[src/rtl/signed_addsub_pkg.sv]
package signed_addsub_pkg;

    typedef enum logic [1:0] {
        FMT_TWOS = 2'b00,
        FMT_ONES = 2'b01,
        FMT_SMAG = 2'b10,
        FMT_RSVD = 2'b11
    } num_fmt_e;

    // Reserved code folds onto two's complement
    function automatic num_fmt_e fold_fmt(input logic [1:0] code);
        num_fmt_e f;
        f = num_fmt_e'(code);
        if (f == FMT_RSVD) f = FMT_TWOS;
        return f;
    endfunction

endpackage

[src/rtl/signed_addsub_widen.sv]
module signed_addsub_widen #(
    parameter int IN_W  = 4,
    parameter int OUT_W = 8
) (
    input  logic [IN_W-1:0]  narrow_i,
    input  logic             smag_i,
    output logic [OUT_W-1:0] wide_o
);
    localparam int EXT_W = OUT_W - IN_W;

    always_comb begin
        if (smag_i)
            wide_o = {narrow_i[IN_W-1], {EXT_W{1'b0}}, narrow_i[IN_W-2:0]};
        else
            wide_o = {{EXT_W{narrow_i[IN_W-1]}}, narrow_i};
    end

    always_comb begin

        copy_sign_chk: assert (smag_i ||
            (wide_o[OUT_W-1:IN_W-1] == '0) || (wide_o[OUT_W-1:IN_W-1] == '1));
    end

endmodule

[src/rtl/signed_addsub_core.sv]
module signed_addsub_core
    import signed_addsub_pkg::*;
#(
    parameter int WIDTH = 8
) (
    input  logic [WIDTH-1:0] a_i,
    input  logic [WIDTH-1:0] b_i,
    input  logic             sub_i,
    input  num_fmt_e         fmt_i,
    output logic [WIDTH-1:0] res_o,
    output logic             ovf_o
);
    localparam int M = WIDTH - 1;

    logic [WIDTH-1:0] addend;
    logic [WIDTH:0]   raw_sum;
    logic             carry_into_sign;
    logic             eff_b_sign;
    logic [M-1:0]     mag_a, mag_b;
    logic [M:0]       mag_sum;
    logic [M-1:0]     mag_out;
    logic             sign_out;

    assign mag_a = a_i[M-1:0];
    assign mag_b = b_i[M-1:0];

    always_comb begin
        addend          = sub_i ? ~b_i : b_i;
        raw_sum         = '0;
        carry_into_sign = 1'b0;
        mag_sum         = '0;
        mag_out         = '0;
        sign_out        = 1'b0;
        eff_b_sign      = addend[M];
        res_o           = '0;
        ovf_o           = 1'b0;
        unique case (fmt_i)
            FMT_ONES: begin
                raw_sum = {1'b0, a_i} + {1'b0, addend};
                res_o   = raw_sum[M:0] + {{M{1'b0}}, raw_sum[WIDTH]};
                ovf_o   = (a_i[M] == addend[M]) && (res_o[M] != a_i[M]);
            end
            FMT_SMAG: begin
                eff_b_sign = b_i[M] ^ sub_i;
                if (a_i[M] == eff_b_sign) begin
                    mag_sum  = {1'b0, mag_a} + {1'b0, mag_b};
                    mag_out  = mag_sum[M-1:0];
                    sign_out = a_i[M];
                    ovf_o    = mag_sum[M];
                end else if (mag_a >= mag_b) begin
                    mag_out  = mag_a - mag_b;
                    sign_out = a_i[M];
                end else begin
                    mag_out  = mag_b - mag_a;
                    sign_out = eff_b_sign;
                end
                if (mag_out == '0 && !ovf_o) sign_out = 1'b0;
                res_o = {sign_out, mag_out};
            end
            default: begin
                raw_sum         = {1'b0, a_i} + {1'b0, addend} + {{WIDTH{1'b0}}, sub_i};
                res_o           = raw_sum[M:0];
                carry_into_sign = raw_sum[M] ^ a_i[M] ^ addend[M];
                ovf_o           = carry_into_sign ^ raw_sum[WIDTH];
            end
        endcase
    end

    always_comb begin

        mixed_sign_no_ovf_chk: assert (!(a_i[M] != eff_b_sign) || !ovf_o);

        smag_pos_zero_chk: assert (fmt_i != FMT_SMAG || ovf_o ||
                                   res_o != {1'b1, {M{1'b0}}});
    end

endmodule

[src/rtl/signed_addsub_flags.sv]
module signed_addsub_flags
    import signed_addsub_pkg::*;
#(
    parameter int WIDTH = 8
) (
    input  logic [WIDTH-1:0] res_i,
    input  num_fmt_e         fmt_i,
    output logic             zero_o
);
    localparam int M = WIDTH - 1;

    always_comb begin
        unique case (fmt_i)
            FMT_ONES: zero_o = (res_i == '0) || (res_i == '1);
            FMT_SMAG: zero_o = (res_i[M-1:0] == '0);
            default:  zero_o = (res_i == '0);
        endcase
    end

    always_comb begin

        zero_pattern_chk: assert (!zero_o ||
            res_i[M-1:0] == '0 || res_i[M-1:0] == '1);
    end

endmodule

[src/rtl/signed_addsub.sv]
module signed_addsub
    import signed_addsub_pkg::*;
#(
    parameter int WIDTH    = 8,
    parameter int NARROW_W = 4
) (
    input  logic [WIDTH-1:0] op_a,
    input  logic [WIDTH-1:0] op_b,
    input  logic             sub_en,
    input  logic [1:0]       fmt_sel,
    input  logic             sext_en,
    output logic [WIDTH-1:0] sum_o,
    output logic             ovf_o,
    output logic             zero_o
);
    num_fmt_e         fmt;
    logic [WIDTH-1:0] b_wide;
    logic [WIDTH-1:0] b_used;

    assign fmt = fold_fmt(fmt_sel);

    signed_addsub_widen #(.IN_W(NARROW_W), .OUT_W(WIDTH)) u_widen (
        .narrow_i (op_b[NARROW_W-1:0]),
        .smag_i   (fmt == FMT_SMAG),
        .wide_o   (b_wide)
    );

    assign b_used = sext_en ? b_wide : op_b;

    signed_addsub_core #(.WIDTH(WIDTH)) u_core (
        .a_i   (op_a),
        .b_i   (b_used),
        .sub_i (sub_en),
        .fmt_i (fmt),
        .res_o (sum_o),
        .ovf_o (ovf_o)
    );

    signed_addsub_flags #(.WIDTH(WIDTH)) u_flags (
        .res_i  (sum_o),
        .fmt_i  (fmt),
        .zero_o (zero_o)
    );

    always_comb begin

        rsvd_fold_chk: assert (fmt_sel != 2'b11 || fmt == FMT_TWOS);
    end

endmodule

[config.mk]
export PLATFORM = sky130hd
export DESIGN_NAME = signed_addsub
export DESIGN_NICKNAME = d
export VERILOG_FILES = /design/src/rtl/signed_addsub_pkg.sv /design/src/rtl/signed_addsub_widen.sv /design/src/rtl/signed_addsub_core.sv /design/src/rtl/signed_addsub_flags.sv /design/src/rtl/signed_addsub.sv
export SDC_FILE = /design/constraint.sdc
export NUM_CORES = 1
export LEC_CHECK = 0
export CAP_MARGIN = 10
export CORE_MARGIN = 2
export CORE_UTILIZATION = 57
export DETAILED_ROUTE_END_ITERATION = 8
export GPL_TIMING_DRIVEN = 0
export PLACE_DENSITY = 0.94
export SLEW_MARGIN = 5
export SYNTH_ARGS = -nofsm -noshare
export SYNTH_HDL_FRONTEND = slang
export SYNTH_SLANG_ARGS = --single-unit
[constraint.sdc]
create_clock -name vclk -period 7
set_clock_uncertainty 0.05 [all_clocks]
set_input_delay 1.4 -clock vclk [all_inputs]
set_output_delay 1.4 -clock vclk [all_outputs]
set_load 0.02 [all_outputs]
**Yosys cells after proc, flatten, opt, wreduce, memory -nomap -nowiden**

Cells that the tools add are included.

- $add $sub $neg: 6
- $lt $le $gt $ge: 1
- Eq/ne operators: 7
- Muxes and demuxes: 15
- Bitwise operators: 5
- Reductions and logical operators: 7

Operators by type and width:

| kind | number |
|---|---|
| 7-bit two-way mux | 4 |
| 8-bit two-way mux | 2 |
| 8-bit one-hot mux with 2 select lines | 1 |
| 7-bit logical NOT | 2 |
| 7-bit subtractor | 2 |
| 8-bit by 8-bit adder with 9-bit output | 1 |
| 9-bit by 1-bit adder with 9-bit output | 1 |
| 7-bit by 7-bit adder with 8-bit output | 1 |
| 8-bit by 1-bit adder with 8-bit output | 1 |
| 8-bit == test (second input constant) | 1 |
| 8-bit logical NOT | 1 |
| 8-bit NOT | 1 |
| 7-bit >= comparator | 1 |
| 1-bit two-way mux | 5 |
| 2-bit == test (second input constant) | 2 |
| 1-bit one-hot mux with 2 select lines | 2 |
| 1-bit bitwise XOR | 4 |
| 1-bit == test | 2 |
| 2-bit by 1-bit == test with 1-bit output (second input constant) | 1 |
| 1-bit logical AND | 2 |
| 2-bit two-way mux | 1 |
| 1-bit logical NOT | 1 |
| 1-bit logical OR | 1 |
| 1-bit inequality test | 1 |

- Flip-flop bits (word level): 0
- Input port bits: 20
- Output and inout bits: 10
- Word-level logic and storage cells: 41

**Logic depth before layout (Yosys ltp)**

Gate-level depths: netlist of the first run.

- Word-level depth: 16
- Gate-level depth with buffers: 21
- Mapped depth without buffers: 21

**Modules after synthesis**

A second synthesis of the first run with hierarchy kept.

- Cells, all modules: 290
- Area total of the unflattened synthesis: 2200.9 µm²

Modules (own cells, without submodules):

| module | instances | cells each | area an instance (µm²) | sequential area each (µm²) |
|---|---|---|---|---|
| signed_addsub_core | 1 | 258 | 1891.8 | 0.0 |
| signed_addsub | 1 | 11 | 143.9 | 0.0 |
| signed_addsub_flags | 1 | 13 | 98.8 | 0.0 |
| signed_addsub_widen | 1 | 8 | 66.3 | 0.0 |

**Least setup slack after synthesis of the first run**

Ideal clock, no wire load.

- Path type: input to output
- Start point: input sub_en
- End point: output zero_o
- Data arrival time: 5198 ps
- Required time: 5550 ps
- Slack: 352 ps
- Stages on the path: 18
- Buffers on the path: 1
- Path through: clkbuf_1 -> xor2_1 -> ha_1 -> inv_1 -> fa_1 -> and2b_1 -> o221ai_1 -> a211oi_1 -> o21ai_0 -> nand2b_1 -> ha_1 -> mux2i_1 -> nor4b_1 -> mux2i_1 -> xnor2_1 -> o22ai_1 -> and4_1 -> o2bb2ai_1

- Elaborated cells between the ends (all ways): 22
- Classes of those cells: add/sub: 3; eq/ne: 2; mux: 10; bitwise: 1; reduce/logical: 6

RTL lines:

| what | line | source |
|---|---|---|
| start, declared | signed_addsub.sv:9 | `input logic sub_en,` |
| parallel branches: the longest is 4 deep, another holds 8-bit by 8-bit adder with 9-bit output | -- |  |
| 8-bit one-hot mux with 2 select lines * | signed_addsub_core.sv:37 | `unique case (fmt_i)` |
| via sum_o[5] | signed_addsub.sv:12 | `output logic [WIDTH-1:0] sum_o,` |
| 8-bit == test or 8-bit logical NOT (tied branches) | signed_addsub_flags.sv:14, signed_addsub_flags.sv:16 |  |
| 1-bit logical OR | signed_addsub_flags.sv:14 | `FMT_ONES: zero_o = (res_i == '0) \|\| (res_i == '1);` |
| 1-bit one-hot mux with 2 select lines * | signed_addsub_flags.sv:13 | `unique case (fmt_i)` |
| end, declared | signed_addsub.sv:14 | `output logic zero_o` |

Mark *: on every way through the listed nets, which the timed path passes. The select of a mux whose other input is x is not followed.

**Worst setup path in the final report of the first run**

- Start point: input sub_en
- End point: output zero_o

- Word-level cells in the longest chain between the ends: 11
- Elaborated cells between the ends (all ways): 22
- Classes of those cells: add/sub: 3; eq/ne: 2; mux: 10; bitwise: 1; reduce/logical: 6

RTL lines:

| what | line |
|---|---|
| parallel branches: the longest is 7 deep, another holds 8-bit by 8-bit adder with 9-bit output | -- |
| 8-bit one-hot mux with 2 select lines * | signed_addsub_core.sv:37 |
| 8-bit == test or 8-bit logical NOT (tied branches) | signed_addsub_flags.sv:14, signed_addsub_flags.sv:16 |
| 1-bit logical OR | signed_addsub_flags.sv:14 |
| 1-bit one-hot mux with 2 select lines * | signed_addsub_flags.sv:13 |

Every way passes the cells marked *. The select of a mux whose other input is x is not followed.

==> parameters.txt, run 1 <==
Parameter                              Value

STA
  Period utilisation layout    102%
  Max-slew violation total from the final report    0
  Post-layout minimum cycle time    7150 ps
  RSZ-0062 raised after global routing    yes
  Worst-case hold slack    3900 ps
  Fin. Hold Viols    0
  Final critical-path setup slack    -145 ps
  Slew at the pin closest to its max-slew limit    779 ps
  Setup-failing EPs final    1
  Normalized max-slew margin    47.9%
  Top achievable clock speed    0.140 GHz

Floorplanning
  Die Footprint    0.00444 sq mm
  Initial cell density of the core    60.2%
  I/O pins    30
  Vertical die dimension    66.7 um
  Width of the die    66.7 um
  Floorplan Core Area    0.00372 sq mm
  Number of cell rows    22

Logic synthesis
  Total nets after synthesis    360
  Largest area contributor in the netlist    ha_1
  Area share of the largest cell type after synthesis    19.6%
  Distinct cell type count of the synthesized netlist    71
  Top area cells in the synthesized netlist    ha_1, xnor2_1, inv_1, a21oi_1, xor2_1
  Gate Count Post-Synth    301
  Top post-synthesis cells by count    ha_1, inv_1, a21oi_1, nand2_1, xnor2_1
  Portion of the post-synthesis area used by sequential elements    0%
  Ys Warns    0
  Avg Cell Area, Syn    7.43 sq um
  Cell area after synthesis    0.00224 sq mm

Drt
  Antenna-violating nets left    0
  DRC violations left    0
  Routed len/inst    20.4 um
  Number of vias after detailed routing    2661
  First-pass iteration count of the detailed router    7
  Vias per Instance    6.93
  Count of routing violations after the opening detailed-route iteration    332
  Wirelength, routed    7.82 mm

Pwr
  Leak Pwr    1.27 nW
  Int Pwr    0.000192 W
  Power share of the sequential group    0%
  Sw frac    57.8%
  Clock power share    0%
  Switching power of the nets    0.000264 W
  Cell area power density    162 mW/mm^2
  Peak VDD IR    61.8 uV
  Part of the power in combinational logic    100.0%

Global routing
  Initial antenna violation count    0
  Number of global-route vias before repair    2631
  Largest net degree at the start of global routing    11
  GRT Util Overall    35.1%
  Wire length of the first global-routing pass    12.3 mm
  Overflow left after global routing    0

Layout
  Fraction of layout instances using a drive strength above 1    17.3%
  Number of clock buffers in the layout    0
  Nets@finish    397
  Post-Layout Inst Area    0.00281 sq mm
  Diodes inserted    0
  Seq Cell Count    0
  FF+latch area    0 sq um
  Area delta synth->final    25.8%

Worst hold path
  Hold WC Path Type    in -> out
  Hold path cells    5

Placed design
  Count of buffers from port buffering    30
  Setup slack after placement    -1180 ps
  Final HPWL from detailed placement    5.34 mm
  Routability Congestion    0.977
  Placed Area    0.00260 sq mm

Worst setup path
  Crit path arrival time    5700 ps
  Gate family responsible for the most delay along the worst path    compound AO/OA/AOI/OAI gates
  Largest fanout on the critical path    8
  Chain of cells forming the critical path    clkdlybuf4s50_1, clkbuf_8, xor2_1, ha_1, inv_1, fa_1, and2b_1, o221ai_2, a211oi_2, o21ai_1, nand2b_1, ha_4, ha_2, nand2_1, o21bai_1, a21boi_1, o31ai_1, o31a_2, and4_1, o2bb2ai_1, buf_2
  Cell type of the slowest stage on the worst timing path    clkdlybuf4s50_1
  Total buffers and inverters traversed by the critical path    4
  CP Class    in -> out
  Stages on the worst setup path    21
  Worst Setup End Kind    output pin
  Worst setup SP type    input port
  Crit path required time    5550 ps
  Slowest cell delay on critical path    510 ps

Status
  Run status    complete, but fails checks
  Violations in the final reports    setup timing

Clocking
  Post-cts hold buffer count    0

Job
  MaxCap Viol Count    0
[per-stage QoR]
stage | utilization [%] | cells | power (W) | setup TNS [ps]
2_1_floorplan | - | 301 | 0.000284 | 0
3_3_place_gp | 69.9 | 379 | 0.000383 | -4010
3_5_place_dp | 69.9 | 379 | 0.000396 | -5170
4_1_cts | 73.6 | 384 | 0.000420 | -6.07
5_1_grt | 75.7 | 384 | 0.000483 | -1110
6_report | 75.7 | 384 | 0.000456 | -145
[placed cells by master, fill, tap and decap left out, drive strengths merged, types with 4 or more instances in the layout]
cell            n
a21oi          20
o211ai          5
and3            4
xor2           11
or3             5
xnor2          19
nand3           7
ha             35
a21o            4
nor3            7
inv            35
o21ai           9
nand2b          4
dlygate4sd2     4
mux2i           6
a221o           4
nor2b           4
buf            12
nand2          20
and2            4
nor2           16
fa              4
clkbuf          5
clkdlybuf4s50  23
[path summary, 6_finish.rpt]
kind | start | to | slack, ps
max | sub_en | zero_o | -150
min | op_a[7] | sum_o[7] | 3900
[worst min-delay path, delay by kind of cell]
family                 cells  cell delay, ps
AOI/OAI and AO/OA          2             310
buffers and inverters      2             740
and+or+nand+nor            1             110
[power by group through the flow]
stage	Clock (W)	Combinational [W]	Sequential, W
5_1_grt	0	0.000483	0
3_3_place_gp	0	0.000383	0
2_1_floorplan	0	0.000284	0
6_report	0	0.000456	0
4_1_cts	0	0.000420	0
3_5_place_dp	0	0.000396	0
[area by class of cell]
type | instances | area (sq um)
timing repair buffer | 38 | 368
inverter | 35 | 131
fill | 233 | 902
tap | 48 | 60.1
multi-input combinational | 253 | 2160
buffer | 10 | 90.1
[kinds of logic after synthesis]
| kind of cell | count (synthesis) | share of synthesized area, % |
|---|---|---|
| AO/OA/AOI/OAI | 84 | 28.5 |
| XOR/XNOR | 30 | 12.1 |
| adder cells (fa/ha/maj) | 39 | 23.2 |
| multiplexers | 9 | 4.19 |
| AND/OR/NAND/NOR | 91 | 22.2 |
| buffers and inverters | 48 | 9.90 |
[metal layers]
layer  track usage (%)  vias up  part of all wire (%)  wire (um)
met3              3.38       59                   8.3        650
met2              63.5      222                    48       3770
met5                 0        -                     0          0
li1                  -     1167                     -          -
met4              17.9        0                   5.7        444
met1              40.7     1213                    38       2960
[timing repair]
item,in CTS,in global routing
resized for setup,35,14
endpoints found under the setup margin,9,9
pin swaps,6,1
buffers inserted,7,1
Note: power is estimated with default switching activity, not from simulation.
==> run 2, diff against run 1 <==
Settings changed: SKIP_LAST_GASP from default to 1.
==> run 2 against run 1 <==
  * The flow still finishes with violations (setup timing)
  * Setup slack lost 41 ps
  * Via count grew 0.19%
  * Routed wire length shrank 1.4%
  * Non-clock buffer count grew 2
  * Worst hold slack lost 19 ps
  * Fmax shrank 0.57%
  * Die area is the same
  * Global-route usage is the same
  * Cell count grew 0.52%
  * Largest cell class unchanged
==> parameters.txt, run 2 (synthesized netlist as in run 1, its figures left out) <==
Parameter                              Value

Floorplanning
  Width of the die    66.7 um (unchanged)
  Die Footprint    0.00444 sq mm (unchanged)
  Number of cell rows    22 (unchanged)
  Vertical die dimension    66.7 um (unchanged)
  I/O pins    30 (unchanged)
  Initial cell density of the core    60.2% (unchanged)
  Floorplan Core Area    0.00372 sq mm (unchanged)

Layout
  Total area of multi-input combinational cells    0.00218 sq mm (was 0.00216 sq mm)
  Number of clock buffers in the layout    0 (unchanged)
  Fraction of layout instances using a drive strength above 1    18.9% (was 17.3%)
  Commonest non-fill, non-tap cells in the layout    inv_1, ha_1, clkdlybuf4s50_1 (unchanged)
  FF+latch area    0 sq um (unchanged)
  Most common cell after layout, fill and taps aside    inv_1 (unchanged)
  Diodes inserted    0 (unchanged)
  Fraction of the core area covered by cells at the end of the flow    76.5% (was 75.7%)
  Area delta synth->final    27.0% (was 25.8%)
  Post-Layout Inst Area    0.00284 sq mm (was 0.00281 sq mm)
  Total of fill cells in the finished design    224 (was 233)
  Nets@finish    399 (was 397)
  Seq Cell Count    0 (unchanged)

STA
  Normalized max-slew margin    50.1% (was 47.9%)
  Slew at the pin closest to its max-slew limit    743 ps (was 779 ps)
  Final critical-path setup slack    -186 ps (was -145 ps)
  RSZ-0062 raised after global routing    yes (unchanged)
  Setup-failing EPs final    2 (was 1)
  Fin. Hold Viols    0 (unchanged)
  Post-layout minimum cycle time    7190 ps (was 7150 ps)
  Max-slew violation total from the final report    0 (unchanged)
  Top achievable clock speed    0.139 GHz (was 0.140 GHz)
  Period utilisation layout    103% (was 102%)

Worst setup path
  Critical Path Source    sext_en (was sub_en)
  Worst Setup End Kind    output pin (unchanged)
  Largest fanout on the critical path    10 (was 8)
  Crit path required time    5550 ps (about the same)
  Crit path arrival time    5740 ps (was 5700 ps)
  Worst setup SP type    input port (unchanged)
  CP Class    in -> out (unchanged)

Status
  Violations in the final reports    setup timing (unchanged)
  Run status    complete, but fails checks (unchanged)

Placed design
  Final HPWL from detailed placement    5.34 mm (unchanged)
  Placed Area    0.00260 sq mm (unchanged)
  Count of buffers from port buffering    30 (unchanged)
  Routability Congestion    0.977 (unchanged)

Global routing
  Initial antenna violation count    0 (unchanged)
  Wire length of the first global-routing pass    12.3 mm (about the same)
  GRT Util Overall    35.1% (unchanged)
  Largest net degree at the start of global routing    11 (unchanged)
  Number of global-route vias before repair    2626 (was 2631)
  Overflow left after global routing    0 (unchanged)

Drt
  Routed len/inst    20.0 um (was 20.4 um)
  Vias per Instance    6.91 (was 6.93)
  Wirelength, routed    7.71 mm (was 7.82 mm)
  First-pass iteration count of the detailed router    5 (was 7)
  DRC violations left    0 (unchanged)
  Number of vias after detailed routing    2666 (was 2661)
  Count of routing violations after the opening detailed-route iteration    263 (was 332)
  Antenna-violating nets left    0 (unchanged)

Pwr
  Peak VDD IR    62.1 uV (was 61.8 uV)
  Cell area power density    162 mW/mm^2 (about the same)
  Leak Pwr    1.27 nW (about the same)
  Final Power    0.000459 W (was 0.000456 W)

Worst hold path
  Hold WC Path Type    in -> out (unchanged)
  Launch instance of the worst min-delay path    op_a[7] (unchanged)

Job
  MaxCap Viol Count    0 (unchanged)
run 2: timing repair:
action                                  4_1_cts  5_1_grt
resized for setup                            27       28
hold buffers                                  0        0
setup buffers                                 7        2
pin swaps                                     4        4
endpoints found under the setup margin        9        9
run 2: per-layer routing:
layer	share of wire (%)	GRT usage (%)
met2	48	63.4
met4	5.7	17.3
met3	8.0	2.87
met1	39	41.3
met5	0	0
run 2: final timing paths:
kind / endpoint / cells past startpoint / slack, ps
min: sum_o[7] / 5 / 3880
max: zero_o / 17 / -190
run 2: area by class of cell:
cell class	count	share of cell area (%)
multi-input cells	253	76.7
repair buffers	39	13.2
inverters	35	4.62
plain buffers	11	3.39
well taps	48	2.11
run 2: power by group:
part / switching, W / total, W / internal, W
registers: 0 / 0 / 0
logic: 0.000264 / 0.000459 / 0.000195
clock network: 0 / 0 / 0
total: 0.000264 / 0.000459 / 0.000195
run 2: worst max-delay path, cell delays in order:
cell,delay (ps)
clkdlybuf4s50_1,720
mux2i_1,280
xnor2_1,150
ha_1,370
clkbuf_2,270
clkbuf_2,320
o21ai_0,180
nand2b_1,190
ha_4,190
mux2i_1,80
nor4b_2,390
mux2i_1,270
xnor2_1,120
o22ai_2,240
and4_1,240
o2bb2ai_1,120
buf_2,180
run 2: stage by stage:
step	worst slack, ps	instances	setup TNS [ps]	hold slack [ps]
2_1_floorplan	352	301	0	3120
3_3_place_gp	-1040	379	-4010	4200
3_5_place_dp	-1180	379	-5170	4200
4_1_cts	-226	384	-317	4050
5_1_grt	-329	386	-935	3910
6_report	-186	386	-194	3880
==> run 3, diff against run 2 <==
Settings changed: GPL_TIMING_DRIVEN 0 to default.
Clock period 7 ns to 7.3 ns, I/O delays scaled along.
==> run 3 against run 2 <==
  * The flow still finishes with violations (setup timing)
  * Count of clock-buffer cells in the layout unchanged
  * Non-clock buffer count grew 26
  * Setup slack improved by 110 ps
  * Combinational power is 0.9% lower
  * Routed wire length about the same
  * Via count is 1.6% higher
  * Worst hold slack better by 210 ps
  * Flip-flop and latch count unchanged
  * First-iteration DRC count increased by 3.0%
  * Critical endpoint unchanged
==> parameters.txt, run 3 (synthesized netlist as in run 1, its figures left out) <==
Parameter                              Value

Floorplanning
  Width of the die    66.7 um (unchanged)
  Die Footprint    0.00444 sq mm (unchanged)
  Number of cell rows    22 (unchanged)
  I/O pins    30 (unchanged)
  Floorplan Core Area    0.00372 sq mm (unchanged)
  Vertical die dimension    66.7 um (unchanged)
  Initial cell density of the core    60.2% (unchanged)

Drt
  Vias per Instance    6.57 (was 6.91)
  Wirelength, routed    7.70 mm (was 7.71 mm)
  Number of vias after detailed routing    2708 (was 2666)
  Routed len/inst    18.7 um (was 20.0 um)
  Count of routing violations after the opening detailed-route iteration    271 (was 263)
  Antenna-violating nets left    0 (unchanged)
  DRC violations left    0 (unchanged)
  First-pass iteration count of the detailed router    5 (unchanged)

Pwr
  Cell area power density    157 mW/mm^2 (was 162 mW/mm^2)
  Leak Pwr    1.39 nW (was 1.27 nW)
  Peak VDD IR    54.0 uV (was 62.1 uV)

Global routing
  Most congested layer reported by global routing    met2 (unchanged)
  GRT Util Overall    34.0% (was 35.1%)
  Global routing met2 resource utilization    62.1% (was 63.4%)
  Wire length of the first global-routing pass    11.9 mm (was 12.3 mm)
  Initial antenna violation count    0 (unchanged)
  GRT met3 Usage    3.55% (was 2.87%)
  Number of global-route vias before repair    2604 (was 2626)
  Global-route met1 utilization    38.4% (was 41.3%)
  Overflow left after global routing    0 (unchanged)
  Largest net degree at the start of global routing    25 (was 11)

Layout
  FF+latch area    0 sq um (unchanged)
  Seq Cell Count    0 (unchanged)
  Nets@finish    425 (was 399)
  Fraction of the core area covered by cells at the end of the flow    78.1% (was 76.5%)
  Number of clock buffers in the layout    0 (unchanged)
  Total area of multi-input combinational cells    0.00207 sq mm (was 0.00218 sq mm)
  Diodes inserted    0 (unchanged)
  Post-Layout Inst Area    0.00290 sq mm (was 0.00284 sq mm)
  Area delta synth->final    29.8% (was 27.0%)
  Commonest non-fill, non-tap cells in the layout    buf_4, inv_1, ha_1 (was inv_1, ha_1, clkdlybuf4s50_1)
  Total of fill cells in the finished design    227 (was 224)
  Most common cell after layout, fill and taps aside    buf_4 (was inv_1)
  Fraction of layout instances using a drive strength above 1    19.8% (was 18.9%)

Worst hold path
  Launch instance of the worst min-delay path    op_a[7] (unchanged)
  Hold WC Path Type    in -> out (unchanged)
  Hold path cells    5 (unchanged)
  End of the worst hold path    sum_o[7] (unchanged)

Worst setup path
  Crit path arrival time    5870 ps (was 5740 ps)
  Cell type of the slowest stage on the worst timing path    clkdlybuf4s50_1 (unchanged)
  CP Class    in -> out (unchanged)
  Total buffers and inverters traversed by the critical path    4 (unchanged)
  Slowest cell delay on critical path    570 ps (was 720 ps)
  Largest fanout on the critical path    4 (was 10)
  Worst setup SP type    input port (unchanged)
  Crit path required time    5790 ps (was 5550 ps)
  Worst Setup End Kind    output pin (unchanged)
  Chain of cells forming the critical path    clkdlybuf4s50_1, xor2_1, ha_1, inv_1, fa_1, and2b_1, o221ai_1, a211oi_2, o21ai_0, nand2b_1, ha_1, buf_4, ha_1, a21oi_1, o21ai_0, o21ai_0, o22ai_2, nor4b_1, and4_1, o2bb2ai_1, clkbuf_2 (was clkdlybuf4s50_1, mux2i_1, xnor2_1, ha_1, clkbuf_2, clkbuf_2, o21ai_0, nand2b_1, ha_4, mux2i_1, nor4b_2, mux2i_1, xnor2_1, o22ai_2, and4_1, o2bb2ai_1, buf_2)
  Gate family responsible for the most delay along the worst path    compound AO/OA/AOI/OAI gates (was buffers and inverters)

STA
  Post-layout minimum cycle time    7380 ps
  Max-slew violation total from the final report    0 (unchanged)
  Top achievable clock speed    0.136 GHz
  Final critical-path setup slack    -78.0 ps (was -186 ps)
  Total Neg Setup Slack    -78.0 ps (was -194 ps)
  RSZ-0062 raised after global routing    yes (unchanged)
  Worst-case hold slack    4090 ps (was 3880 ps)
  Setup-failing EPs final    1 (was 2)
  Period utilisation layout    101%
  Fin. Hold Viols    0 (unchanged)
  Normalized max-slew margin    66.5% (was 50.1%)
  Slew at the pin closest to its max-slew limit    496 ps (was 743 ps)

Placed design
  Count of buffers from port buffering    30 (unchanged)
  Final HPWL from detailed placement    6.21 mm (was 5.34 mm)
  Placed Area    0.00285 sq mm (was 0.00260 sq mm)
  Routability Congestion    0.960 (was 0.977)

Status
  Violations in the final reports    setup timing (unchanged)
  Run status    complete, but fails checks (unchanged)

Job
  MaxCap Viol Count    0 (unchanged)

Clocking
  Setup Fix Bufs, Post-CTS    0 (was 7)
run 3: final cells by class:
| type | count | share of cell area, % |
|---|---|---|
| Multi-Input combinational cell | 253 | 71.2 |
| Timing Repair Buffer | 76 | 22.2 |
| Inverter | 35 | 4.52 |
| Tap cell | 48 | 2.07 |
run 3: layer usage:
layer | part of all wire [%] | vias to the layer above | wire [um]
met5 | 0 | - | 0
met4 | 5.3 | 0 | 410
met3 | 7.9 | 54 | 608
met2 | 50 | 193 | 3850
met1 | 37 | 1237 | 2830
li1 | - | 1224 | -
run 3: how the worst max path moves through the flow:
stage / start / to / cells past startpoint
CTS: sub_en / zero_o / 20
detailed placement: sub_en / zero_o / 20
finish: sub_en / zero_o / 21
floorplan: sub_en / zero_o / 18
global placement: fmt_sel[0] / zero_o / 22
global route: fmt_sel[0] / zero_o / 24
run 3: what timing repair did:
item,in CTS,in global routing
setup endpoints to repair,3,6
pin swaps,0,1
resized for setup,5,13
hold endpoints to repair,0,0
hold buffers,0,0
run 3: report_power, final:
part           total [W]  internal [W]  switching, W
Clock                  0             0             0
Combinational   0.000455      0.000204      0.000251
Sequential             0             0             0
run 3: stage by stage:
step | instances | worst slack (ps) | power, W
floorplan | 301 | 532 | 0.000272
global placement | 412 | -153 | 0.000414
detailed placement | 412 | -456 | 0.000432
CTS | 412 | -92.5 | 0.000432
global route | 412 | -217 | 0.000480
finish | 412 | -78.0 | 0.000455
